`src/rtl/simd_perm_pkg.sv`:
```
package simd_perm_pkg;

  typedef enum logic [2:0] {
    OP_SRL   = 3'd0,
    OP_SLL   = 3'd1,
    OP_SRA   = 3'd2,
    OP_ROR   = 3'd3,
    OP_SHUF  = 3'd4,
    OP_ALIGN = 3'd5
  } perm_op_e;

  typedef enum logic [1:0] {
    LANE_16 = 2'd0,
    LANE_32 = 2'd1,
    LANE_64 = 2'd2
  } lane_sz_e;

endpackage

```
`src/rtl/simd_lane_shift.sv`:
```
module simd_lane_shift #(
  parameter int W     = 16,
  parameter int CNT_W = 8
) (
  input  logic [W-1:0]     din,
  input  logic [CNT_W-1:0] cnt,
  input  logic [1:0]       kind,
  output logic [W-1:0]     dout
);
  localparam int SW = $clog2(W);

  logic [SW-1:0] sh;
  logic          over;

  assign sh   = cnt[SW-1:0];
  assign over = (32'(cnt) >= W);

  always_comb begin
    case (kind)
      2'd0: dout = over ? '0 : (din >> sh);
      2'd1: dout = over ? '0 : (din << sh);
      2'd2: dout = over ? {W{din[W-1]}} : W'($signed(din) >>> sh);
      default: begin
        if (sh == '0) dout = din;
        else          dout = (din >> sh) | (din << (W - 32'(sh)));
      end
    endcase
  end
endmodule

```
`src/rtl/simd_hw_shuffle.sv`:
```
module simd_hw_shuffle #(
  parameter int HW = 16
) (
  input  logic [4*HW-1:0] din,
  input  logic [7:0]      sel,
  output logic [4*HW-1:0] dout
);
  for (genvar k = 0; k < 4; k++) begin : g_dst
    logic [1:0] idx;
    assign idx = sel[2*k +: 2];
    assign dout[k*HW +: HW] = din[idx*HW +: HW];
  end
endmodule

```
`src/rtl/simd_byte_align.sv`:
```
module simd_byte_align #(
  parameter int DATA_W = 64
) (
  input  logic [DATA_W-1:0] lo,
  input  logic [DATA_W-1:0] hi,
  input  logic [2:0]        nbytes,
  output logic [DATA_W-1:0] dout
);
  logic [2*DATA_W-1:0] cat;
  assign cat  = {hi, lo} >> {nbytes, 3'b000};
  assign dout = cat[DATA_W-1:0];
endmodule

```
`src/rtl/simd_nz_pack.sv`:
```
module simd_nz_pack #(
  parameter int DATA_W = 64
) (
  input  logic [DATA_W-1:0]   res,
  input  logic [1:0]          sz,
  output logic [DATA_W/2-1:0] fl
);
  localparam int HW     = DATA_W / 4;
  localparam int WW     = DATA_W / 2;
  localparam int FLAG_W = DATA_W / 2;

  logic [FLAG_W-1:0] fh, fw, fd;

  always_comb begin
    fh = '0;
    fw = '0;
    fd = '0;
    for (int i = 0; i < 4; i++) begin
      fh[(FLAG_W/4)*i + FLAG_W/4 - 1] = res[HW*i + HW - 1];
      fh[(FLAG_W/4)*i + FLAG_W/4 - 2] = (res[HW*i +: HW] == '0);
    end
    for (int i = 0; i < 2; i++) begin
      fw[(FLAG_W/2)*i + FLAG_W/2 - 1] = res[WW*i + WW - 1];
      fw[(FLAG_W/2)*i + FLAG_W/2 - 2] = (res[WW*i +: WW] == '0);
    end
    fd[FLAG_W-1] = res[DATA_W-1];
    fd[FLAG_W-2] = (res == '0);
  end

  always_comb begin
    case (sz)
      2'd0:    fl = fh;
      2'd1:    fl = fw;
      default: fl = fd;
    endcase
  end
endmodule

```
`src/rtl/simd_perm_unit.sv`:
```
module simd_perm_unit
  import simd_perm_pkg::*;
#(
  parameter int DATA_W = 64,
  parameter int CNT_W  = 8
) (
  input  logic                clk,
  input  logic                rst,
  input  logic                in_valid,
  input  logic [2:0]          op,
  input  logic [1:0]          lane_sz,
  input  logic [DATA_W-1:0]   opnd_a,
  input  logic [DATA_W-1:0]   opnd_b,
  input  logic [CNT_W-1:0]    amt,
  output logic                out_valid,
  output logic [DATA_W-1:0]   result,
  output logic [DATA_W/2-1:0] nz_flags
);
  localparam int HW     = DATA_W / 4;
  localparam int WW     = DATA_W / 2;
  localparam int FLAG_W = DATA_W / 2;

  logic [DATA_W-1:0] sh_h, sh_w, sh_d, shuf_res, align_res, next_res;
  logic [FLAG_W-1:0] next_fl;
  logic [1:0]        flag_sz;
  logic              upd_flags;

  for (genvar i = 0; i < DATA_W / HW; i++) begin : g_h
    simd_lane_shift #(.W(HW), .CNT_W(CNT_W)) u_sh (
      .din(opnd_a[i*HW +: HW]), .cnt(amt), .kind(op[1:0]), .dout(sh_h[i*HW +: HW]));
  end
  for (genvar i = 0; i < DATA_W / WW; i++) begin : g_w
    simd_lane_shift #(.W(WW), .CNT_W(CNT_W)) u_sh (
      .din(opnd_a[i*WW +: WW]), .cnt(amt), .kind(op[1:0]), .dout(sh_w[i*WW +: WW]));
  end
  simd_lane_shift #(.W(DATA_W), .CNT_W(CNT_W)) u_sh_d (
    .din(opnd_a), .cnt(amt), .kind(op[1:0]), .dout(sh_d));

  simd_hw_shuffle #(.HW(HW)) u_shuf (
    .din(opnd_a), .sel(amt[7:0]), .dout(shuf_res));

  simd_byte_align #(.DATA_W(DATA_W)) u_align (
    .lo(opnd_a), .hi(opnd_b), .nbytes(amt[2:0]), .dout(align_res));

  always_comb begin
    next_res  = '0;
    upd_flags = 1'b0;
    flag_sz   = LANE_16;
    case (op)
      OP_SRL, OP_SLL, OP_SRA, OP_ROR: begin
        upd_flags = 1'b1;
        case (lane_sz)
          LANE_16: begin next_res = sh_h; flag_sz = LANE_16; end
          LANE_32: begin next_res = sh_w; flag_sz = LANE_32; end
          default: begin next_res = sh_d; flag_sz = LANE_64; end
        endcase
      end
      OP_SHUF: begin
        upd_flags = 1'b1;
        next_res  = shuf_res;
      end
      OP_ALIGN: next_res = align_res;
      default:  next_res = '0;
    endcase
  end

  simd_nz_pack #(.DATA_W(DATA_W)) u_nz (
    .res(next_res), .sz(flag_sz), .fl(next_fl));

  always_ff @(posedge clk) begin
    if (rst) begin
      out_valid <= 1'b0;
      result    <= '0;
      nz_flags  <= '0;
    end else begin
      out_valid <= in_valid;
      if (in_valid) begin
        result <= next_res;
        if (upd_flags) nz_flags <= next_fl;
      end
    end
  end
endmodule

```
`config.mk`:
```
export PLATFORM = sky130hd
export DESIGN_NAME = simd_perm_unit
export DESIGN_NICKNAME = d
export VERILOG_FILES = /design/src/rtl/simd_perm_pkg.sv /design/src/rtl/simd_lane_shift.sv /design/src/rtl/simd_hw_shuffle.sv /design/src/rtl/simd_byte_align.sv /design/src/rtl/simd_nz_pack.sv /design/src/rtl/simd_perm_unit.sv
export SDC_FILE = /design/constraint.sdc
export NUM_CORES = 2
export LEC_CHECK = 0
export BUFFER_PORTS_ARGS = -buffer_cell sky130_fd_sc_hd__buf_2
export CAP_MARGIN = 5
export CORE_ASPECT_RATIO = 1.25
export CORE_MARGIN = 2
export CORE_UTILIZATION = 30
export CTS_CLUSTER_DIAMETER = 30
export DETAILED_ROUTE_END_ITERATION = 8
export PLACE_DENSITY = 0.42
export SLEW_MARGIN = 20
export SYNTH_ARGS = -nofsm -noshare
export SYNTH_HDL_FRONTEND = slang
export SYNTH_SLANG_ARGS = --single-unit
```
`constraint.sdc`:
```
create_clock -name clk -period 10.8 [get_ports clk]
set_input_delay 0.54 -clock clk [delete_from_list [all_inputs] [get_ports clk]]
set_output_delay 0.54 -clock clk [all_outputs]
set_load 0.02 [all_outputs]
```
==> results of run 1 <==
==> cell families after synthesis <==
group	after synthesis	share of synthesized area
compound gates	1678	0.326
other cells	1	0.000106
mux	820	0.351
simple gates	1510	0.195
flops	73	0.0414
fa+ha+maj	2	0.000708
buf+inv	668	0.0854
xor+xnor	2	0.000921
==> synth_stat cells (103+ instances only) <==
master    number  area, um^2
mux4_2       318        7160
nor3_1       132         661
nor2_1       523        1960
nand2_1      445        1670
a21oi_1      287        1440
clkbuf_1     379        1420
o21ai_0      340        1700
mux2_2       160        1800
a211oi_1     130         976
nand3_1      103         515
buf_2        124         621
mux2i_1      338        3380
==> through the flow <==
stage,hold WS [ns],setup slack [ns]
after global placement,0.456,3.56
after detailed placement,0.458,3.53
after CTS,0.467,3.85
after floorplan,0.545,3.39
==> routing by layer <==
metal	global-route usage	overflow
met4	0.688	5
met2	0.873	2
met1	0.766	0
met5	0.427	0
met3	0.608	0
==> flow_summary.toml, run 1 <==
[place]
io_buffers = 208
placed_area_um2 = 39000
place_inst = 6289
place.gp.congestion = 1.25
hpwl_um = 315000

[synthesis]
syn_area_um2 = 35300
synthFlopType = "dfxtp_1"
synth-seq-cells = 73
yosysWarnings = 0
synthCells = 4754
post_synth.cell_area_avg_um2 = 7.43
ys_types = 101
synth_edf_count = 0
ys_seq_area_frac = 0.0414
synth-async-reset-ratio = 0

[global_routing]
grt_pass1_vias = 54400
globalRouteTotalUtil = 0.742
grt_start_max_net_pins = 136
grt-ovfl-total = 7
grt_pass1_wl_um = 597000

[die]
die_x_um = 311
start_util = 0.303
die_h_um = 388
boundaryPins = 241
rows = 140

[clock_tree]
ctsResizeCount = 0
cts_hold_buf = 0
cts_sinks = 73
cts_root_buf = "clkbuf_16"
cts_buffers = 9
cts_setup_buffers = 0
ctsLongestPathBuffers = 2
htree_levels = 3

[status]
stop_error = "[ERROR GRT-0116] Global routing finished with congestion. Check the congestion regions in the DRC Viewer."
status = "did not finish"
lastStage = "global routing (5_1_grt)"
==> run 2, diff against run 1 <==
--- a/config.mk
+++ b/config.mk
@@ -7,12 +7,10 @@
 export LEC_CHECK = 0
 export BUFFER_PORTS_ARGS = -buffer_cell sky130_fd_sc_hd__buf_2
 export CAP_MARGIN = 5
-export CORE_ASPECT_RATIO = 1.25
 export CORE_MARGIN = 2
-export CORE_UTILIZATION = 30
-export CTS_CLUSTER_DIAMETER = 30
+export CORE_UTILIZATION = 20
 export DETAILED_ROUTE_END_ITERATION = 8
-export PLACE_DENSITY = 0.42
+export PLACE_DENSITY_LB_ADDON = 0.15
 export SLEW_MARGIN = 20
 export SYNTH_ARGS = -nofsm -noshare
 export SYNTH_HDL_FRONTEND = slang
==> run 2 against run 1 <==
  * Synthesized area stayed put
  * Synthesized cell count unchanged
  * The flow now finishes, with violations (max-capacitance violations, max-slew violations)
==> flow_summary.toml, run 2 <==
[worst_hold_path]
holdPathStages = 2
holdCritPathClass = "reg -> reg"
worstHoldEndpoint = "result[43]"
holdCritStartpoint = "result[43]"

[global_routing]
globalRouteTotalUtil = 0.554
grt_pass1_wl_um = 633000
grt_start_max_net_pins = 118
grt-ovfl-total = 0
grt_pass1_vias = 49000
grt_antenna_before_repair = 154

[synthesis]
synth_top_area_frac = 0.203
synthCells = 4754
synth-seq-cells = 73
synth.most_common_cell = "nor2_1"
synth-async-reset-ratio = 0
ys_seq_area_frac = 0.0414
synth_common_cells = "523 x nor2_1, 445 x nand2_1, 379 x clkbuf_1"
synthFlopType = "dfxtp_1"
synth_area_leaders = "mux4_2 20%, mux2i_1 9.6%, nor2_1 5.6%"
synth_edf_count = 0
yosysWarnings = 0
post_synth.cell_area_avg_um2 = 7.43
synth_top_area_cell = "mux4_2"
ys_types = 101
syn_area_um2 = 35300

[setup_path]
reg2reg_slack_ns = 9.88
crit_type = "in -> reg"
startpoint_type = "primary input"
cp.required_ns = 11.10
r2r-end = "result[25]"
crit_fanout = 44
arrival_ns = 7.89
worstReg2RegStart = "result[25]"
crit_path_end_kind = "flip-flop"
reg2reg_depth = 3

[timing]
finalCritPeriodShare = 0.703
setup_viol = 0
tightestPinTransition_ns = 1.60
clock_skew_ns = 0
timing.final.ws_setup_ns = 3.20
fin_crit_ns = 7.60
max-slew-margin-rel = -0.0755
drv_slew = 13
grt_setup_unrepaired = "false"
hold_viol = 0
fmaxAchievable_mhz = 132
whs_ns = 0.475
fin_setup_tns_ns = 0

[die]
fp.coreArea_um2 = 176000
rows = 154
die_h_um = 424
die_area_um2 = 180000
die_x_um = 424
boundaryPins = 241
start_util = 0.201

[clock_tree]
clk_pin_slew_ns = 0.06
clk_latency_ns = 0.36
cts_tree = "yes"
cts_setup_buffers = 0
cts_hold_buf = 0
cts_root_buf = "clkbuf_16"
ctsLongestPathBuffers = 2
cts_buffers = 9
htree_levels = 3
ctsResizeCount = 0
cts_sinks = 73

[place]
placed_area_um2 = 40900
place.gp.congestion = 1.15
place_inst = 7158
io_buffers = 208
hpwl_um = 393000
post-place-ws_ns = 3.40

[power_and_ir_drop]
p_leak_nw = 14.7
p_per_area_nw_per_um2 = 100
finalPower_mw = 4.18
peakVddDrop_mv = 0.0846

[routing]
first_pass_iters = 6
dr_total_vias = 55600
drtAntennaViolNets = 0
post_drt_via_cell_ratio = 7.63
initialDrtViolationCount = 10300
wire_per_inst_um = 71.2
drc_errors = 0
wl_um = 518000

[flow_run]
maxCapViolCount = 1

[finish]
stdcell_count = 7286
post-route-util = 0.237
multiInputGateArea_um2 = 31700
stdcell_area_um2 = 41700
fin_nets = 4982
largest_register = "result"
layout-drive-gt1-share = 0.288
largest_registers = "result x64, nz_flags x8, out_valid x1"
largest_register_ffs = 64
fillers = 19600
seq_area_um2 = 1460
area_growth_pct = 17.9
final_cell_mix = "488 x nor2_1, 468 x buf_4, 432 x nand2_1"
layout_commonest_cell = "nor2_1"

[status]
violations = "max-capacitance violations, max-slew violations"
status = "finished, violations left"
run 2: worst max-delay path by stage:
| stage | to | slack (ns) | cells after the start | from |
|---|---|---|---|---|
| 3_3_place_gp | nz_flags[30] | 3.35 | 16 | amt[0] |
| 2_1_floorplan | nz_flags[30] | 3.39 | 30 | amt[0] |
| 6_report | nz_flags[30] | 3.20 | 16 | amt[0] |
| 4_1_cts | nz_flags[30] | 3.76 | 16 | amt[0] |
| 3_5_place_dp | nz_flags[30] | 3.40 | 16 | amt[0] |
| 5_1_grt | nz_flags[30] | 3.36 | 16 | amt[0] |
run 2: layout make-up:
type	instances	area share
tap	2340	0.0703
antenna	105	0.00631
sequential	73	0.0351
timing repair buffer	690	0.117
clock inverter	4	0.00237
inverter	26	0.00267
multi-input combinational	4036	0.760
clock buffer	12	0.00592
run 2: cell families (layout without fill, tap and decap cells):
logic type,after synthesis,in the layout,synth area share
simple gates,1510,1510,0.195
flops,73,73,0.0414
xor+xnor,2,2,0.000921
other cells,1,129,0.000106
fa+ha+maj,2,2,0.000708
mux,820,820,0.351
compound gates,1678,1678,0.326
buf+inv,668,732,0.0854
run 2: routing by layer:
layer	global-route usage	wire, um	up-vias
met5	0.0444	1390	-
met4	0.491	57000	71
met3	0.312	75900	1854
met2	0.726	193000	5938
met1	0.628	191000	28700
li1	-	-	19000
run 2: power breakdown:
| part | internal, mW | switching (mW) |
|---|---|---|
| Combinational | 0.851 | 2.68 |
| Clock | 0.233 | 0.126 |
| Sequential | 0.288 | 0.0107 |
run 2: critical path, cell delays in order:
cell and delay, ns:
buf_8 0.39, inv_6 0.26, ha_4 0.90, buf_4 0.61, mux2i_1 0.29, mux4_2 0.66
nand3_1 0.14, a31oi_1 0.92, nor3_1 0.12, nor3_1 0.22, a21oi_1 0.42, or3_1 0.48
or4_1 0.45, or4_1 0.68, a2111o_1 0.47, a2bb2oi_1 0.15
Power figures use the tool's default switching activity.
